[config.mk]
export PLATFORM = sky130hd
export DESIGN_NAME = itgt_bank
export DESIGN_NICKNAME = d
export VERILOG_FILES = /design/src/rtl/itgt_pkg.sv /design/src/rtl/itgt_ctrl.sv /design/src/rtl/itgt_datapath.sv /design/src/rtl/itgt_bank.sv
export SDC_FILE = /design/constraint.sdc
export NUM_CORES = 1
export LEC_CHECK = 0
export BUFFER_PORTS_ARGS = -buffer_cell sky130_fd_sc_hd__buf_2
export CORE_MARGIN = 2
export CORE_UTILIZATION = 43
export CTS_BUF_LIST = sky130_fd_sc_hd__clkbuf_16
export CTS_CLUSTER_DIAMETER = 80
export DETAILED_ROUTE_END_ITERATION = 10
export PLACE_DENSITY = 0.72
export SLEW_MARGIN = 0
export SYNTH_ARGS = -nofsm -noshare
export SYNTH_HDL_FRONTEND = slang
export SYNTH_SLANG_ARGS = --single-unit
export TNS_END_PERCENT = 20
[constraint.sdc]
create_clock -name clk -period 4.1 [get_ports clk]
set_input_delay 0.82 -clock clk [delete_from_list [all_inputs] [get_ports clk]]
set_output_delay 0.82 -clock clk [all_outputs]
set_load 0.01 [all_outputs]
[src/rtl/itgt_pkg.sv]
package itgt_pkg;
  localparam int IDX_W = 8;  // word index inside the 1 KiB window

  typedef struct packed {
    logic             wrShared;   // write to an implemented shared word
    logic             rdShared;   // read of an implemented shared word
    logic             rdPriv;     // read of a private word
    logic             rdAny;      // any accepted read
    logic [3:0]       lane;       // byte lanes selected
    logic [IDX_W-1:0] sharedIdx;  // shared word number (0 = interrupts 32..35)
  } strobe_t;
endpackage

[src/rtl/itgt_ctrl.sv]
module itgt_ctrl #(
  parameter int NUM_IRQS = 64
) (
  input  logic               reqValid,
  input  logic               reqWrite,
  input  logic [11:0]        reqAddr,
  input  logic [3:0]         reqBe,
  output itgt_pkg::strobe_t  strb
);
  import itgt_pkg::*;
  localparam int NUM_WORDS  = NUM_IRQS / 4;
  localparam int PRIV_WORDS = 8;

  logic             inWindow, aligned, implemented, isPriv, hit;
  logic [IDX_W-1:0] wordIdx;

  always_comb begin
    inWindow    = (reqAddr[11:10] == 2'b10);
    aligned     = (reqAddr[1:0] == 2'b00);
    wordIdx     = reqAddr[9:2];
    implemented = (int'(wordIdx) < NUM_WORDS);
    isPriv      = (int'(wordIdx) < PRIV_WORDS);
    hit         = reqValid && inWindow && aligned && implemented;

    strb.wrShared  = hit && reqWrite && !isPriv;
    strb.rdShared  = hit && !reqWrite && !isPriv;
    strb.rdPriv    = hit && !reqWrite && isPriv;
    strb.rdAny     = reqValid && !reqWrite;
    strb.lane      = reqBe;
    strb.sharedIdx = wordIdx - IDX_W'(PRIV_WORDS);
  end
endmodule

[src/rtl/itgt_datapath.sv]
module itgt_datapath #(
  parameter int NUM_CPUS = 4,
  parameter int NUM_IRQS = 64
) (
  input  logic                         clk,
  input  logic                         rst,
  input  itgt_pkg::strobe_t            strb,
  input  logic [31:0]                  reqWdata,
  input  logic [2:0]                   reqCpuId,
  output logic                         rspValid,
  output logic [31:0]                  rspRdata,
  output logic [(NUM_IRQS-32)*8-1:0]   targetVec
);
  import itgt_pkg::*;
  localparam int SHARED_WORDS = NUM_IRQS / 4 - 8;
  localparam logic [7:0] CPU_MASK = 8'((1 << NUM_CPUS) - 1);

  logic [31:0] wordQ [SHARED_WORDS];

  for (genvar w = 0; w < SHARED_WORDS; w++) begin : g_word
    for (genvar l = 0; l < 4; l++) begin : g_lane
      always_ff @(posedge clk) begin
        if (rst)
          wordQ[w][8*l +: 8] <= '0;
        else if (strb.wrShared && strb.lane[l] && strb.sharedIdx == IDX_W'(w))
          wordQ[w][8*l +: 8] <= reqWdata[8*l +: 8] & CPU_MASK;
      end
    end
    assign targetVec[32*w +: 32] = wordQ[w];
  end

  logic [7:0]  privByte;
  logic [31:0] selWord, rdWord;

  always_comb begin
    privByte = (int'(reqCpuId) < NUM_CPUS) ? (8'd1 << reqCpuId) : 8'd0;
    selWord  = '0;
    for (int w = 0; w < SHARED_WORDS; w++)
      if (strb.sharedIdx == IDX_W'(w)) selWord = wordQ[w];
    rdWord = '0;
    if (strb.rdShared)   rdWord = selWord;
    else if (strb.rdPriv) rdWord = {4{privByte}};
    for (int l = 0; l < 4; l++)
      if (!strb.lane[l]) rdWord[8*l +: 8] = 8'd0;
  end

  always_ff @(posedge clk) begin
    if (rst) begin
      rspValid <= 1'b0;
      rspRdata <= '0;
    end else begin
      rspValid <= strb.rdAny;
      rspRdata <= strb.rdAny ? rdWord : 32'd0;
    end
  end
endmodule

[src/rtl/itgt_bank.sv]
module itgt_bank #(
  parameter int NUM_CPUS = 4,
  parameter int NUM_IRQS = 64
) (
  input  logic                        clk,
  input  logic                        rst,
  input  logic                        reqValid,
  output logic                        reqReady,
  input  logic                        reqWrite,
  input  logic [11:0]                 reqAddr,
  input  logic [31:0]                 reqWdata,
  input  logic [3:0]                  reqBe,
  input  logic [2:0]                  reqCpuId,
  output logic                        rspValid,
  output logic [31:0]                 rspRdata,
  output logic [(NUM_IRQS-32)*8-1:0]  targetVec
);
  itgt_pkg::strobe_t strb;

  assign reqReady = 1'b1;

  itgt_ctrl #(.NUM_IRQS(NUM_IRQS)) u_ctrl (
    .reqValid(reqValid), .reqWrite(reqWrite), .reqAddr(reqAddr),
    .reqBe(reqBe), .strb(strb)
  );

  itgt_datapath #(.NUM_CPUS(NUM_CPUS), .NUM_IRQS(NUM_IRQS)) u_dp (
    .clk(clk), .rst(rst), .strb(strb), .reqWdata(reqWdata),
    .reqCpuId(reqCpuId), .rspValid(rspValid), .rspRdata(rspRdata),
    .targetVec(targetVec)
  );
endmodule

==> flow_summary.html <==
<table>
<tr><th>Metric</th><th>Value</th></tr>
<tr><th colspan="2">GRT</th></tr>
<tr><td>Number of antenna violations at the first check in global routing</td><td>0</td></tr>
<tr><td>Total routing usage reported by global routing</td><td>22.43%</td></tr>
<tr><td>Wire length of the first global-routing pass</td><td>33620 um</td></tr>
<tr><td>Vias in the first global route</td><td>5700</td></tr>
<tr><td>Maximum number of pins on one net before global-route repair</td><td>35</td></tr>
<tr><td>Sum of overflow across all layers after global routing</td><td>0</td></tr>
<tr><th colspan="2">Critical path</th></tr>
<tr><td>Internal reg-to-reg setup slack</td><td>2520 ps</td></tr>
<tr><td>Required time at the worst-slack endpoint</td><td>4180 ps</td></tr>
<tr><td>Crit Reg-Reg Endpoint</td><td>u_dp.rspRdata[27]$_SDFF_PP0_</td></tr>
<tr><td>Worst Path Max Fanout</td><td>12</td></tr>
<tr><td>Type of element launching the critical path</td><td>primary input</td></tr>
<tr><td>Start-to-end type of the worst setup path</td><td>primary input to flop</td></tr>
<tr><td>CP arrival</td><td>3310 ps</td></tr>
<tr><td>Beginning of the worst register-to-register path</td><td>u_dp.wordQ[1][31]$_SDFFCE_PN0P_</td></tr>
<tr><td>Kind of end point of the critical path</td><td>flop</td></tr>
<tr><td>Length in cells of the worst reg-to-reg path</td><td>6</td></tr>
<tr><th colspan="2">STA</th></tr>
<tr><td>Worst clock skew on the final layout</td><td>7.358 ps</td></tr>
<tr><td>Unrepaired setup endpoints after global routing</td><td>no</td></tr>
<tr><td>FMAX</td><td>0.3090 GHz</td></tr>
<tr><td>Minimum clock period</td><td>3236 ps</td></tr>
<tr><td>Share of the clock period used by the worst path</td><td>78.93%</td></tr>
<tr><td>Total negative setup slack</td><td>0 ps</td></tr>
<tr><td>Final setup violating endpoints</td><td>0</td></tr>
<tr><td>Number of slew-limit violations in the final report</td><td>0</td></tr>
<tr><td>Slew at the pin closest to its max-slew limit</td><td>741.9 ps</td></tr>
<tr><td>Endpoints failing hold</td><td>0</td></tr>
<tr><td>Slew HR</td><td>50.17%</td></tr>
<tr><th colspan="2">Routing</th></tr>
<tr><td>Number of design-rule violations left by the first detailed-router iteration</td><td>458</td></tr>
<tr><td>Remaining antenna violation count after routing</td><td>0</td></tr>
<tr><td>Average wire per standard cell</td><td>19.21 um</td></tr>
<tr><td>Vias per cell</td><td>4.943</td></tr>
<tr><td>Vias after detailed routing</td><td>6110</td></tr>
<tr><td>Post-Route WL</td><td>23740 um</td></tr>
<tr><td>Final routed DRC violation total</td><td>0</td></tr>
<tr><td>Detailed-router iteration count before antenna repair</td><td>5</td></tr>
<tr><th colspan="2">Floorplanning</th></tr>
<tr><td>Number of top-level design ports</td><td>345</td></tr>
<tr><td>Die Area</td><td>20620 um2</td></tr>
<tr><td>Die height</td><td>143.6 um</td></tr>
<tr><td>Starting utilization of the core area</td><td>43.48%</td></tr>
<tr><td>Core Box Area</td><td>19270 um2</td></tr>
<tr><td>DIE WIDTH</td><td>143.6 um</td></tr>
<tr><td>Site Rows</td><td>51</td></tr>
<tr><th colspan="2">Logic synthesis</th></tr>
<tr><td>Most common cell in the netlist</td><td>sky130_fd_sc_hd__buf_4</td></tr>
<tr><td>Ys async rst share</td><td>0%</td></tr>
<tr><td>Count of synthesis-stage warnings from yosys</td><td>0</td></tr>
<tr><td>Number of enable flip-flop cells after synthesis</td><td>128</td></tr>
<tr><td>Average instance area after synthesis</td><td>11.26 um2</td></tr>
<tr><td>Sequential fraction of the synthesis area</td><td>53.76%</td></tr>
<tr><td>Count of cell types in the netlist</td><td>54</td></tr>
<tr><td>Leading post-synthesis cells by cell area</td><td>sky130_fd_sc_hd__edfxtp_1 46%, sky130_fd_sc_hd__buf_4 12%, sky130_fd_sc_hd__dfxtp_1 7.9%, sky130_fd_sc_hd__and2_1 6.6%, sky130_fd_sc_hd__and3_1 3.6%</td></tr>
<tr><td>Post-synthesis cell type with the largest combined area</td><td>sky130_fd_sc_hd__edfxtp_1</td></tr>
<tr><td>Number of synthesized register bits</td><td>161</td></tr>
<tr><td>Fraction of synthesized cell area taken by the top area cell type</td><td>45.87%</td></tr>
<tr><td>Post-synthesis instance area</td><td>8379 um2</td></tr>
<tr><td>Most used DFF post-synth</td><td>sky130_fd_sc_hd__edfxtp_1</td></tr>
<tr><td>Number of instances in the synthesized netlist</td><td>744</td></tr>
<tr><td>Top post-synthesis cells by count</td><td>134 x sky130_fd_sc_hd__buf_4, 128 x sky130_fd_sc_hd__edfxtp_1, 89 x sky130_fd_sc_hd__and2_1</td></tr>
<tr><th colspan="2">Flow run</th></tr>
<tr><td>Number of violations of the max-capacitance limit</td><td>0</td></tr>
<tr><th colspan="2">Place</th></tr>
<tr><td>Hpwl dp</td><td>17860 um</td></tr>
<tr><td>Global placement routability congestion</td><td>0.8200</td></tr>
<tr><td>Quantity of I/O buffers inserted on ports</td><td>199</td></tr>
<tr><td>Number of placed instances, taps included</td><td>1204</td></tr>
<tr><th colspan="2">Finish</th></tr>
<tr><td>Layout Cells excl Fill</td><td>1236</td></tr>
<tr><td>Number of inserted diodes</td><td>0</td></tr>
<tr><td>Syn-to-layout area delta</td><td>16.83%</td></tr>
<tr><td>FILL cells</td><td>1791</td></tr>
<tr><td>Final Util</td><td>50.80%</td></tr>
<tr><td>Nets</td><td>1014</td></tr>
<tr><td>Proportion of layout cells with a drive suffix above 1</td><td>28.32%</td></tr>
<tr><th colspan="2">CTS</th></tr>
<tr><td>Total setup buffers inserted after CTS</td><td>0</td></tr>
<tr><td>Largest buffer count on any clock path</td><td>2</td></tr>
<tr><td>Num Clock Sinks</td><td>161</td></tr>
<tr><td>TritonCTS Buffers</td><td>17</td></tr>
<tr><td>Latest clock arrival within the worst-skew pair</td><td>430 ps</td></tr>
<tr><td>Hold buffer count at CTS</td><td>0</td></tr>
<tr><td>Root Buffer Master</td><td>sky130_fd_sc_hd__clkbuf_16</td></tr>
<tr><td># resized after CTS</td><td>0</td></tr>
<tr><td>CTS tree</td><td>done</td></tr>
<tr><td>H-tree Lvls</td><td>4</td></tr>
<tr><td>Clock Pin Slew Worst Setup and Hold Paths</td><td>60 ps</td></tr>
<tr><th colspan="2">Power and ir drop</th></tr>
<tr><td>Worst IR Drop VDD</td><td>293.7 uV</td></tr>
<tr><td>Leak Pwr</td><td>4.227 nW</td></tr>
<tr><td>Power Dens Cells</td><td>379.0 nW/um2</td></tr>
<tr><th colspan="2">Min path</th></tr>
<tr><td>Hold depth</td><td>2</td></tr>
<tr><td>Path category of the worst min-delay check</td><td>flop to flop</td></tr>
<tr><td>Source of the worst hold timing path</td><td>u_dp.wordQ[1][52]$_SDFFCE_PN0P_</td></tr>
<tr><td>End of the worst hold path</td><td>u_dp.rspRdata[8]$_SDFF_PP0_</td></tr>
<tr><th colspan="2">Outcome</th></tr>
<tr><td>Outcome</td><td>complete, no violations</td></tr>
</table>
## cells by family (layout without fill, tap and decap cells)
kind of cell | after synthesis | after routing | share of synthesized area [%]
xor gates and xnor gates | 1 | 1 | 0.1045
DFF | 161 | 161 | 53.76
buffers and inverters | 177 | 261 | 14.05
other | 2 | 145 | 0.08963
AOI/OAI and AO/OA | 117 | 117 | 9.348
adders and majority gates | 1 | 1 | 0.1493
and+or+nand+nor | 263 | 263 | 18.29
muxes | 22 | 22 | 4.211
## registers in the layout, indices dropped and copies added (netlist names)
name / cells
u_dp.wordQ: 128
u_dp.rspValid: 1
u_dp.rspRdata: 32
## metrics by stage
stage	hold WS, ps	area [um2]	total power, mW	setup slack (ps)
6_report	621.5	9789	3.710	863.9
3_3_place_gp	591.4	9258	2.297	538.6
2_1_floorplan	605.0	8916	2.212	1259
4_1_cts	627.0	9789	3.723	914.4
3_5_place_dp	611.8	9258	2.302	471.2
5_1_grt	641.7	9789	3.825	793.9
## power by group
part           total, mW  switching, mW  internal [mW]
registers           1.88         0.0459           1.83
logic              0.389          0.260          0.129
clock network       1.44          0.621          0.820
## final cells by class
cell class              count  area [um2]  area share (%)
multi-input cells         549        3246           33.15
clock inverters            15       106.4           1.086
flip-flops and latches    161        4504           46.01
repair buffers            217        1131           11.55
well taps                 265       331.6           3.387
clock buffers              17       425.4           4.346
inverters                  12       45.04          0.4601
## worst max-delay path, stage by stage
cell and delay [ps]:
sky130_fd_sc_hd__buf_2 110, sky130_fd_sc_hd__inv_1 90, sky130_fd_sc_hd__ha_1 290, sky130_fd_sc_hd__nand4bb_1 260, sky130_fd_sc_hd__or2_1 550, sky130_fd_sc_hd__or3_1 720
sky130_fd_sc_hd__o21bai_1 470
## metal layers
layer / track usage [%] / vias up / wire length, um
met4: 8.359 / 0 / 610
met1: 28.99 / 2908 / 9353
met5: 0 / - / 0
met2: 36.84 / 356 / 11500
met3: 5.265 / 35 / 2272
li1: - / 2811 / -
## layout by cell type (no fill, tap or decap), drive strengths merged, types with 28 or more instances in the layout
cell type,n
conb,145
a21oi,29
o21bai,28
edfxtp,128
buf,217
dfxtp,33
and3,48
nor2,32
and2,89
nand2,41
## worst max path at each step
stage / startpoint / end / slack, ps / cells past startpoint
finish: reqAddr[5] / u_dp.wordQ[1][21]$_SDFFCE_PN0P_ / 860 / 7
global route: reqAddr[5] / u_dp.wordQ[1][21]$_SDFFCE_PN0P_ / 790 / 7
CTS: reqAddr[5] / u_dp.wordQ[1][22]$_SDFFCE_PN0P_ / 910 / 7
detailed placement: reqAddr[5] / u_dp.wordQ[1][22]$_SDFFCE_PN0P_ / 470 / 7
global placement: reqAddr[5] / u_dp.wordQ[1][23]$_SDFFCE_PN0P_ / 540 / 7
floorplan: reqAddr[5] / u_dp.wordQ[0][16]$_SDFFCE_PN0P_ / 1260 / 8
Power figures use the tool's default switching activity.
